`config.mk`:
```
export PLATFORM = sky130hd
export DESIGN_NAME = exc_capture
export DESIGN_NICKNAME = d
export VERILOG_FILES = /design/src/rtl/exc_pkg.sv /design/src/rtl/exc_prio.sv /design/src/rtl/exc_vector.sv /design/src/rtl/exc_capture.sv
export SDC_FILE = /design/constraint.sdc
export NUM_CORES = 1
export LEC_CHECK = 0
export BUFFER_PORTS_ARGS = -buffer_cell sky130_fd_sc_hd__buf_4
export CORE_MARGIN = 4
export CORE_UTILIZATION = 45
export CTS_CLUSTER_DIAMETER = 50
export DETAILED_ROUTE_END_ITERATION = 7
export PLACE_DENSITY = 0.9
export RECOVER_POWER = 50
export SYNTH_ARGS = -nofsm -noshare
export SYNTH_HDL_FRONTEND = slang
export SYNTH_SLANG_ARGS = --single-unit
```
`constraint.sdc`:
```
create_clock -name clk -period 2.8 [get_ports clk]
set_input_delay 0.14 -clock clk [delete_from_list [all_inputs] [get_ports clk]]
set_output_delay 0.14 -clock clk [all_outputs]
set_load 0.01 [all_outputs]
```
`src/rtl/exc_pkg.sv`:
```
package exc_pkg;
  localparam int CAUSE_W    = 3;
  localparam int NUM_STAGES = 4;
  localparam int STAGE_W    = $clog2(NUM_STAGES);

  // stage indices: higher index is an older instruction
  localparam int ST_IF  = 0;
  localparam int ST_ID  = 1;
  localparam int ST_EX  = 2;
  localparam int ST_MEM = 3;

  localparam logic [CAUSE_W-1:0] C_IRQ     = 3'd0;
  localparam logic [CAUSE_W-1:0] C_ILLEGAL = 3'd1;
  localparam logic [CAUSE_W-1:0] C_OVF     = 3'd2;
  localparam logic [CAUSE_W-1:0] C_DIV0    = 3'd3;
  localparam logic [CAUSE_W-1:0] C_IPF     = 3'd4;
  localparam logic [CAUSE_W-1:0] C_DPF     = 3'd5;
  localparam logic [CAUSE_W-1:0] C_PROT    = 3'd6;
endpackage

```
`src/rtl/exc_prio.sv`:
```
module exc_prio #(
  parameter int NST = 4,
  localparam int IW = (NST > 1) ? $clog2(NST) : 1
) (
  input  logic [NST-1:0] req,
  output logic           hit,
  output logic [IW-1:0]  idx,
  output logic [NST-1:0] mask
);
  // oldest (highest index) request wins; later loop passes overwrite
  always_comb begin
    hit = 1'b0;
    idx = '0;
    for (int i = 0; i < NST; i++) begin
      if (req[i]) begin
        hit = 1'b1;
        idx = IW'(i);
      end
    end
  end

  // flush the winner and every younger stage
  for (genvar g = 0; g < NST; g++) begin : g_mask
    assign mask[g] = hit && (IW'(g) <= idx);
  end

  always_comb begin
    if (hit) begin
      p_winner_is_requester_r3: assert (req[idx] && mask[idx])
        else $error("R3 winner not a requesting stage");
    end
  end
endmodule

```
`src/rtl/exc_vector.sv`:
```
module exc_vector #(
  parameter int XLEN      = 32,
  parameter int CAUSE_W   = 3,
  parameter int VEC_SHIFT = 4
) (
  input  logic [XLEN-1:0]    base,
  input  logic               vec_mode,
  input  logic [CAUSE_W-1:0] cause,
  output logic [XLEN-1:0]    target
);
  logic [XLEN-1:0] offset;
  assign offset = XLEN'(cause) << VEC_SHIFT;
  assign target = vec_mode ? (base + offset) : base;
endmodule

```
`src/rtl/exc_capture.sv`:
```
module exc_capture
  import exc_pkg::*;
#(
  parameter int              XLEN         = 32,
  parameter logic [XLEN-1:0] HANDLER_BASE = 32'h0000_0100,
  parameter int              VEC_SHIFT    = 4
) (
  input  logic                  clk,
  input  logic                  rst,
  input  logic                  vec_mode,
  input  logic                  clear,
  input  logic                  irq,
  input  logic                  if_pfault,
  input  logic                  id_illegal,
  input  logic                  ex_ovf,
  input  logic                  ex_div0,
  input  logic                  mem_pfault,
  input  logic                  mem_prot,
  input  logic [XLEN-1:0]       if_pc,
  input  logic [XLEN-1:0]       id_pc,
  input  logic [XLEN-1:0]       ex_pc,
  input  logic [XLEN-1:0]       mem_pc,
  output logic [NUM_STAGES-1:0] flush_mask,
  output logic                  redirect_valid,
  output logic [XLEN-1:0]       redirect_pc,
  output logic [CAUSE_W-1:0]    cause,
  output logic [XLEN-1:0]       epc,
  output logic                  in_handler
);
  logic [NUM_STAGES-1:0] sreq;
  logic [XLEN-1:0]       spc    [NUM_STAGES];
  logic [CAUSE_W-1:0]    scause [NUM_STAGES];

  assign sreq[ST_IF]  = if_pfault;
  assign sreq[ST_ID]  = id_illegal;
  assign sreq[ST_EX]  = ex_div0 | ex_ovf;
  assign sreq[ST_MEM] = mem_prot | mem_pfault;

  assign spc[ST_IF]  = if_pc;
  assign spc[ST_ID]  = id_pc;
  assign spc[ST_EX]  = ex_pc;
  assign spc[ST_MEM] = mem_pc;

  always_comb begin
    scause[ST_IF]  = C_IPF;
    scause[ST_ID]  = C_ILLEGAL;
    scause[ST_EX]  = ex_div0  ? C_DIV0 : C_OVF;
    scause[ST_MEM] = mem_prot ? C_PROT : C_DPF;
  end

  logic                  hit;
  logic [STAGE_W-1:0]    win;
  logic [NUM_STAGES-1:0] win_mask;

  exc_prio #(.NST(NUM_STAGES)) u_prio (
    .req  (sreq),
    .hit  (hit),
    .idx  (win),
    .mask (win_mask)
  );

  logic                  take;
  logic [CAUSE_W-1:0]    nxt_cause;
  logic [XLEN-1:0]       nxt_pc;
  logic [NUM_STAGES-1:0] nxt_mask;
  logic [XLEN-1:0]       nxt_target;

  assign take      = !in_handler && (hit || irq);
  assign nxt_cause = hit ? scause[win] : C_IRQ;
  assign nxt_pc    = hit ? spc[win]    : mem_pc;
  assign nxt_mask  = hit ? win_mask    : '1;

  exc_vector #(.XLEN(XLEN), .CAUSE_W(CAUSE_W), .VEC_SHIFT(VEC_SHIFT)) u_vec (
    .base     (HANDLER_BASE),
    .vec_mode (vec_mode),
    .cause    (nxt_cause),
    .target   (nxt_target)
  );

  always_ff @(posedge clk) begin
    if (rst) begin
      flush_mask     <= '0;
      redirect_valid <= 1'b0;
      redirect_pc    <= '0;
      cause          <= '0;
      epc            <= '0;
      in_handler     <= 1'b0;
    end else begin
      flush_mask     <= take ? nxt_mask : '0;
      redirect_valid <= take;
      if (take) begin
        cause       <= nxt_cause;
        epc         <= nxt_pc;
        redirect_pc <= nxt_target;
        in_handler  <= 1'b1;
      end else if (clear) begin
        in_handler  <= 1'b0;
      end
    end
  end

  // a redirect always comes with the handler flag set
  p_redirect_sets_flag_r2: assert property (@(posedge clk) disable iff (rst)
    redirect_valid |-> in_handler);
  // redirect is a single-cycle pulse
  p_redirect_pulse_r2: assert property (@(posedge clk) disable iff (rst)
    redirect_valid |=> !redirect_valid);
  // a redirect always flushes at least the fetch stage
  p_flush_with_redirect_r5: assert property (@(posedge clk) disable iff (rst)
    redirect_valid |-> flush_mask[ST_IF]);
  // no flush without a redirect
  p_flush_only_on_redirect_r5: assert property (@(posedge clk) disable iff (rst)
    !redirect_valid |-> (flush_mask == '0));
  // saved state frozen while in the handler
  p_hold_epc_r9: assert property (@(posedge clk) disable iff (rst)
    in_handler |=> ($stable(epc) && $stable(cause) && !redirect_valid));
  // flag only drops on clear
  p_flag_held_r10: assert property (@(posedge clk) disable iff (rst)
    (in_handler && !clear) |=> in_handler);
endmodule

```
==> results of run 1 <==
-- worst register-to-register path, cell delays in order, from the launching register on --
cell and delay, ns:
dfxtp_1 0.54, a31oi_1 0.12, nor2_2 0.74, a32o_1 0.24
-- cell type report --
| type | count | share of cell area (%) |
|---|---|---|
| sequential | 45 | 21.4 |
| tap | 77 | 2.29 |
| clock buffer | 5 | 1.63 |
| timing repair buffer | 188 | 29.5 |
| multi-input combinational | 302 | 44.3 |
| inverter | 5 | 0.505 |
| clock inverter | 3 | 0.416 |
-- where the power goes --
part	switching (mW)	leakage (nW)	total, mW	internal, mW
clock network	0.226	0.0439	0.399	0.172
registers	0.0331	0.374	0.730	0.696
logic	0.266	1.51	0.520	0.254
total	0.525	1.93	1.65	1.12
-- metal layers --
layer | track usage [%] | up-vias | wire length [um]
met5 | 0 | - | 0
met4 | 8.55 | 0 | 246
met3 | 10.0 | 22 | 1290
met2 | 46.3 | 208 | 5440
met1 | 27.1 | 1630 | 3950
li1 | - | 1668 | -
-- cells in the final DEF, fill, tap and decap left out, types with 22 or more instances in the layout --
| cell | synthesis | layout |
|---|---|---|
| o21ai_0 | 29 | 29 |
| a21o_1 | 22 | 22 |
| a32o_1 | 22 | 22 |
| buf_4 | 28 | 143 |
| clkbuf_1 | 17 | 45 |
| nand2_1 | 28 | 28 |
| dfxtp_1 | 45 | 45 |
| nor2_1 | 50 | 48 |
| conb_1 | 1 | 28 |
| a21oi_1 | 36 | 36 |
| mux2i_1 | 26 | 26 |
-- final timing paths --
kind / depth (start not counted) / start / endpoint
min reg2reg: 2 / redirect_pc[8] / redirect_pc[8]
min: 3 / vec_mode / redirect_pc[6]
max reg2reg: 3 / in_handler / epc[30]
max: 6 / mem_prot / epc[30]
-- flip-flops by register name, indices dropped and copies added, names as in the netlist --
name,count
in_handler,1
redirect_valid,1
flush_mask,4
epc,32
cause,3
redirect_pc,4
-- metrics by stage --
stage	hold slack (ns)	cell area [um2]	std cells
after global routing	0.115	4210	625
after CTS	0.104	4380	625
final	0.103	4210	625
after floorplan	0.244	3140	410
after global placement	0.409	4300	617
after detailed placement	0.419	4300	617
-- kinds of logic after synthesis --
kind of cell             share of synthesized area [%]
AO/OA/AOI/OAI                                     32.6
AND/OR/NAND/NOR                                   15.0
buffers and inverters                             12.5
flip-flops                                        29.6
multiplexers                                      9.67
adder cells (fa/ha/maj)                          0.412
other                                            0.123
-- synthesized netlist by cell type (2+ instances only) --
library cell and instances:
a2111oi_0 3, a211oi_1 5, a21o_1 22, a21oi_1 36
a22oi_1 2, a2bb2oi_1 3, a32o_1 22, buf_2 10
buf_4 28, buf_6 3, clkbuf_1 17, dfxtp_1 45
inv_1 4, mux2_2 3, mux2i_1 26, nand2_1 28
nand2b_1 4, nand3b_1 3, nor2_1 50, nor2_2 2
nor3_1 4, o211ai_1 8, o21ai_0 29, o221ai_1 3
o22ai_1 3, o41ai_1 3, or2_2 4
==> summary.txt, run 1 <==
Outcome
  • Status: completed

Clock network
  • CTS tree: built
  • Clock Path Buffers: 2
  • Clk sinks: 45
  • Worst-Skew Late Latency: 0.30 ns
  • Cts repair resizes: 0
  • H-tree levels: 2
  • Num CTS Buffers: 5
  • Setup bufs post-CTS: 0
  • Root buffer cell: clkbuf_8
  • # hold bufs at CTS: 0
  • Clk slew on worst S/H paths: 0.09 ns

Pwr
  • Pwr Density: 391 nW/um2
  • Worst ir drop on vdd: 0.000189 V
  • Leakage power: 1.93 nW
  • Design Power: 1.65 mW

Detailed routing
  • WL final: 10900 um
  • Via count: 3528
  • DR iter-0 viols: 115
  • Via-to-Cell Ratio: 5.64
  • Number of remaining DRC errors: 0
  • DRT Pass-1 Iters: 4
  • Final ANT Viol Nets: 0
  • Routed len/inst: 17.5 um

Finish
  • Core Util, Final: 65.2%
  • # fillers: 596
  • FF/Latch Area: 901 um2
  • Nets: 687
  • # diodes: 0
  • Multi-input gate area: 1870 um2
  • Layout cell share with drive strength beyond 1: 30.8%
  • P&R area growth vs syn: 38.6%

Global routing
  • Initial antenna violation count: 0
  • Tot GR Track Use: 25.6%
  • Vias in the first global route: 3669
  • Largest net degree at the start of global routing: 37
  • GRT overflow: 0
  • First-pass GRT wire length: 17300 um

Placed design
  • Post-DP HPWL: 8380 um
  • Buffers on Ports: 183
  • Routability cong.: 0.844
  • Place WS: 0.627 ns

Die
  • Die W: 90.2 um
  • FP Rows: 29
  • Initial Utilization: 47.1%
  • Die height: 90.2 um
  • Core Area: 6460 um2
  • # IOs: 212
  • Die footprint: 8130 um2

Setup path
  • Crit path cell chain: buf_4 -> or4_4 -> inv_4 -> a31oi_1 -> nor2_2 -> a32o_1
  • Crit path max-delay family: simple AND/OR/NAND/NOR gates
  • Endpoint class of the critical path: flip-flop
  • Max FO, Critical Path: 22
  • Critical path arrival: 2.09 ns
  • CP required: 3.04 ns
  • Setup CP Type: in -> reg
  • WP buf/inv: 2
  • Max incr delay on CP: 0.74 ns
  • Setup crit start kind: input pin
  • R2r setup slk: 1.10 ns
  • Crit path max-delay cell type: nor2_2

Logic synthesis
  • Post-synth EDFFs: 0
  • Mapped Area: 3040 um2
  • Synth Register Bits: 45
  • Share of flip-flops with an asynchronous set or reset: 0%
  • Sequential element share of the synthesized area: 29.6%
  • Post-synth top area share: 29.6%
  • Library cells used by synthesis: 40
  • YS warnings: 0
  • Top cell type by total area after synthesis: dfxtp_1
  • Mean Syn Cell Area: 7.94 um2
  • Primary FF master, synth: dfxtp_1
  • Syn Inst Count: 383
  • Area contributors post-synth: dfxtp_1 (30%), mux2i_1 (8.6%), a32o_1 (7.2%), buf_4 (6.9%), nor2_1 (6.2%)

STA
  • Setup_tns: 0 ns
  • Worst-margin pin slew: 0.943 ns
  • Max frequency: 539 MHz
  • Final period util: 66.3%
  • Fin Clk Skew: 0.00328 ns
  • Crit path time final: 1.86 ns
  • Final worst slack: 0.943 ns
  • Max transition margin: 37.1%
  • Final-report hold violation count: 0
  • RSZ-0062 raised after global routing: no
  • # setup viols final: 0
  • Final Max Tran Viols: 0

Worst hold path
  • HP Class: in -> reg

Run
  • Max_cap viols: 0
Note: power is estimated with default switching activity, not from simulation.
==> run 2: changes to the inputs <==
CORE_UTILIZATION = 42   (was 45)
PLACE_DENSITY = 0.85   (was 0.9)
clock period = 1.79 ns   (was 2.8 ns; I/O delays follow)
==> run 2 against run 1 <==
Compared with the run above:
- sequential cell count unchanged
- global-route usage shrank 2.2 points
- cell count up 5.6%
- via count up 0.71%
- core utilization fell by 1.3 points
- worst hold slack got worse by 0.042 ns
- sequential share of layout area fell by 0.96 points
- total power is 68% higher
- critical endpoint unchanged
==> summary.txt, run 2 (synthesis results as in run 1) <==
Placed design
  • Post-DP HPWL: 8620 um
  • Place WS: -0.0641 ns
  • Routability cong.: 0.871
  • Buffers on Ports: 183

Finish
  • Largest register FFs: 32
  • Layout cell share with drive strength beyond 1: 32.6%
  • Top reg by flops: epc
  • Nets: 703
  • # diodes: 0
  • P&R area growth vs syn: 45.2%
  • Top Registers: epc x32, flush_mask x4, redirect_pc x4
  • Leading cell type in the layout, fill and taps excluded: buf_4
  • Commonest non-fill, non-tap cells in the layout: buf_4 (157), nor2_1 (48), clkbuf_1 (46), dfxtp_1 (45), a21oi_1 (36)

Global routing
  • GRT overflow: 0
  • Initial antenna violation count: 0
  • Tot GR Track Use: 23.5%
  • Vias in the first global route: 3604
  • First-pass GRT wire length: 16500 um
  • Largest net degree at the start of global routing: 24

Setup path
  • Setup crit start kind: input pin
  • Endpoint class of the critical path: flip-flop
  • Setup CP Type: in -> reg
  • Critical path arrival: 1.74 ns
  • Max FO, Critical Path: 23
  • CP required: 1.98 ns
  • R2R cell count: 4

Clock network
  • Clk slew on worst S/H paths: 0.08 ns
  • H-tree levels: 2
  • Cts repair resizes: 0
  • Root buffer cell: clkbuf_8
  • Num CTS Buffers: 5
  • Clock Path Buffers: 2
  • Setup bufs post-CTS: 0
  • # hold bufs at CTS: 0
  • CTS tree: built
  • Worst-Skew Late Latency: 0.29 ns
  • Clk sinks: 45

Die
  • Die W: 93.1 um
  • # IOs: 212
  • Initial Utilization: 44.0%
  • Die height: 93.1 um
  • Core Area: 6910 um2
  • FP Rows: 30
  • Die footprint: 8660 um2

STA
  • Final worst slack: 0.235 ns
  • Fin Clk Skew: 0.00155 ns
  • Final Max Tran Viols: 0
  • # setup viols final: 0
  • RSZ-0062 raised after global routing: no
  • Final-report hold violation count: 0
  • Max frequency: 643 MHz
  • Crit path time final: 1.56 ns
  • Final period util: 86.9%

Detailed routing
  • Via-to-Cell Ratio: 5.38
  • Number of remaining DRC errors: 0
  • Routed len/inst: 16.3 um
  • Via count: 3553
  • DR iter-0 viols: 130
  • WL final: 10800 um
  • Final ANT Viol Nets: 0
  • DRT Pass-1 Iters: 4

Pwr
  • Pwr Density: 630 nW/um2
  • Worst ir drop on vdd: 0.000342 V
  • Leakage power: 2.03 nW
  • Design Power: 2.78 mW

Worst hold path
  • Hold path cells: 3
  • HP Class: in -> reg

Outcome
  • Status: completed

Run
  • Max_cap viols: 0
## run 2: changes by cell type in the layout (fill, tap and decap cells not counted), sizes merged
cell,delta
clkinv,-2
clkinvlp,-1
buf,+16
clkbuf,+2
bufinv,+1
## run 2: routing by layer
layer | share of wire, % | routed length (um) | track usage [%]
met5 | 0 | 0 | 0
met4 | 2.0 | 218 | 8.79
met3 | 8.4 | 904 | 5.71
met2 | 52 | 5610 | 44.4
met1 | 37 | 4020 | 24.9
## run 2: worst paths after layout
path                                startpoint             end  slack (ns)
worst max-delay path                  mem_prot         epc[30]        0.23
worst min-delay path                     clear      in_handler        0.06
worst max register to register      in_handler         epc[30]        0.31
worst min register to register  redirect_pc[5]  redirect_pc[5]        0.47
## run 2: cell type report
| type | instances | area, um2 |
|---|---|---|
| clock inverter | 1 | 30.0 |
| fill | 645 | 2490 |
| sequential | 45 | 901 |
| timing repair buffer | 204 | 1390 |
| tap | 96 | 120 |
| multi-input combinational | 302 | 1870 |
| clock buffer | 7 | 86.3 |
| inverter | 5 | 21.3 |
## run 2: critical path: stages
cell     delay, ns
buf_4         0.13
or4_4         0.60
inv_4         0.13
nand3_4       0.25
a21o_1        0.27
a32o_1        0.26
## run 2: per-stage QoR
| stage | area (um2) | std cells | hold slack, ns | util, % | setup TNS [ns] |
|---|---|---|---|---|---|
| floorplan | 3140 | 410 | 0.194 | - | 0 |
| global placement | 4460 | 652 | 0.356 | 64.6 | -0.0000168 |
| detailed placement | 4460 | 652 | 0.365 | 64.6 | -1.03 |
| CTS | 4580 | 660 | 0.0548 | 66.3 | 0 |
| global route | 4410 | 660 | 0.0650 | 63.9 | 0 |
| finish | 4410 | 660 | 0.0605 | 63.9 | 0 |
## run 2: power breakdown
part	switching, mW	internal [mW]
Clock	0.331	0.455
Sequential	0.0563	1.09
Combinational	0.416	0.429
Total	0.803	1.97
==> run 3: changes to the inputs <==
CORE_UTILIZATION = 45   (was 42)
PLACE_DENSITY = 0.9   (was 0.85)
clock period = 1.93 ns   (was 1.79 ns; I/O delays follow)
==> run 3 against run 2 <==
Compared with the run above:
- routed wire length up 3.8%
- core utilization up 3.1 points
- die area down 6.1%
- sequential share of layout area up 0.41 points
- clock power down 19%
- critical path depth unchanged
- register-to-register slack better by 0.07 ns
- worst hold slack better by 0.023 ns
- count of clock-buffer cells in the layout unchanged
- first-iteration DRC count up 42%
- total power down 11%
- critical endpoint is now epc[27]
==> summary.txt, run 3 (synthesis results as in run 1) <==
Finish
  • # diodes: 0
  • Multi-input gate area: 1870 um2
  • # fillers: 594
  • Top Registers: epc x32, flush_mask x4, redirect_pc x4
  • P&R area growth vs syn: 42.3%
  • Leading cell type in the layout, fill and taps excluded: buf_4
  • Top reg by flops: epc
  • Commonest non-fill, non-tap cells in the layout: buf_4 (148), nor2_1 (48), dfxtp_1 (45), clkbuf_1 (45), a21oi_1 (36)
  • Layout cell share with drive strength beyond 1: 31.8%
  • Largest register FFs: 32
  • FF/Latch Area: 901 um2
  • Nets: 695
  • Post-route insts no fill: 633

Detailed routing
  • Number of remaining DRC errors: 0
  • WL final: 11200 um
  • Met2 wire len: 5580 um
  • DRT Pass-1 Iters: 5
  • DR iter-0 viols: 185
  • Via-to-Cell Ratio: 5.73
  • Routed len/inst: 17.6 um
  • Max Used Layer: met4
  • Via count: 3626
  • Met3 WL: 1390 um
  • Final ANT Viol Nets: 0
  • Post-Route M1 WL: 3960 um

Global routing
  • Tot GR Track Use: 26.4%
  • Largest net degree at the start of global routing: 28
  • First-pass GRT wire length: 17800 um
  • Initial antenna violation count: 0
  • GRT overflow: 0
  • Vias in the first global route: 3756

Pwr
  • Clock power share: 25.7%
  • Pwr Density: 572 nW/um2
  • Leakage power: 1.99 nW
  • Internal: 1.72 mW
  • Worst ir drop on vdd: 0.000272 V
  • Net Sw Frac: 30.4%
  • P_sw: 753 uW
  • Combinational group share of total power: 31.6%
  • Flop pwr share: 42.7%

Setup path
  • Max incr delay on CP: 0.60 ns
  • R2R cell count: 3
  • Crit path max-delay cell type: or4_4
  • Setup CP Type: in -> reg
  • Critical path startpoint: mem_prot
  • Endpoint class of the critical path: flip-flop
  • Max FO, Critical Path: 23
  • R2r setup slk: 0.38 ns
  • CP required: 2.12 ns
  • Setup crit start kind: input pin
  • Critical path arrival: 1.75 ns
  • Crit path cell chain: buf_4 -> or4_4 -> inv_4 -> nand3_4 -> a21o_1 -> a32o_1
  • RR Startpoint: in_handler
  • Worst Setup EP: epc[27]
  • Worst flop-to-flop path endpoint: epc[27]

STA
  • Final period util: 80.6%
  • Worst-margin pin slew: 0.606 ns
  • # setup viols final: 0
  • Final-report hold violation count: 0
  • Max frequency: 643 MHz
  • Max transition margin: 59.6%
  • RSZ-0062 raised after global routing: no
  • Fin Clk Skew: 0.00824 ns
  • Crit path time final: 1.56 ns
  • Setup_tns: 0 ns
  • Final Max Tran Viols: 0

Clock network
  • H-tree levels: 2
  • Cts repair resizes: 0
  • CTS tree: built
  • Clk sinks: 45
  • Root buffer cell: clkbuf_8
  • Clock Path Buffers: 2
  • Worst-Skew Late Latency: 0.29 ns
  • # hold bufs at CTS: 0
  • Clk slew on worst S/H paths: 0.09 ns
  • Num CTS Buffers: 5
  • Setup bufs post-CTS: 0

Placed design
  • DP Cell Count: 625
  • Post-DP HPWL: 8610 um
  • Buffers on Ports: 183
  • Routability cong.: 0.824

Die
  • Initial Utilization: 47.1%
  • Die height: 90.2 um
  • Die footprint: 8130 um2
  • FP Rows: 29
  • Core Area: 6460 um2
  • Die W: 90.2 um
  • # IOs: 212

Worst hold path
  • HP Class: in -> reg

Run
  • Max_cap viols: 0

Outcome
  • Status: completed
[run 3: changes by cell type in the layout (fill, tap and decap cells not counted)]
| cell | previous run | this run |
|---|---|---|
| buf_12 | 2 | 3 |
| bufinv_16 | 1 | 0 |
| clkbuf_1 | 46 | 45 |
| buf_4 | 157 | 148 |
| clkbuf_8 | 6 | 7 |
| clkinv_2 | 0 | 1 |
[run 3: power by group through the flow]
stage	Sequential (mW)	Clock, mW	Combinational, mW
6_report	1.06	0.636	0.782
3_3_place_gp	1.08	0	0.819
4_1_cts	1.06	0.650	0.842
3_5_place_dp	1.08	0	0.840
5_1_grt	1.07	0.692	0.848
2_1_floorplan	1.11	0	0.388
[run 3: final cells by class]
type / count / area share [%]
Clock buffer: 7 / 2.23
Tap cell: 77 / 2.23
Sequential cell: 45 / 20.8
Inverter: 5 / 0.492
Clock inverter: 1 / 0.116
Multi-Input combinational cell: 302 / 43.1
Timing Repair Buffer: 196 / 31.0
[run 3: critical path, delay by kind of cell]
kind | cells | cell delay (ns)
AND/OR/NAND/NOR | 2 | 0.85
buffers and inverters | 2 | 0.25
AO/OA/AOI/OAI | 2 | 0.54
[run 3: routing by layer]
metal / up-vias / GRT usage [%]
met5: - / 0
met4: 0 / 8.29
met3: 25 / 10.0
met2: 246 / 48.0
met1: 1671 / 27.9
li1: 1684 / -
[run 3: metrics by stage]
stage          power (mW)  area, um2  hold slack, ns  utilization (%)  setup WS (ns)
2_1_floorplan        1.50       3140           0.201                -          0.214
3_3_place_gp         1.90       4390           0.374             68.0          0.115
3_5_place_dp         1.92       4390           0.377             68.0         0.0575
4_1_cts              2.55       4490          0.0665             69.6          0.377
5_1_grt              2.61       4330          0.0840             67.0          0.288
6_report             2.48       4330          0.0837             67.0          0.374
[run 3: worst min path at each step]
stage,start,to,slack [ns],cells after the start
6_report,vec_mode,redirect_pc[6],0.08,3
5_1_grt,vec_mode,redirect_pc[6],0.08,3
4_1_cts,clear,in_handler,0.07,3
3_5_place_dp,vec_mode,redirect_pc[6],0.38,3
3_3_place_gp,clear,in_handler,0.37,3
2_1_floorplan,rst,epc[23],0.20,1
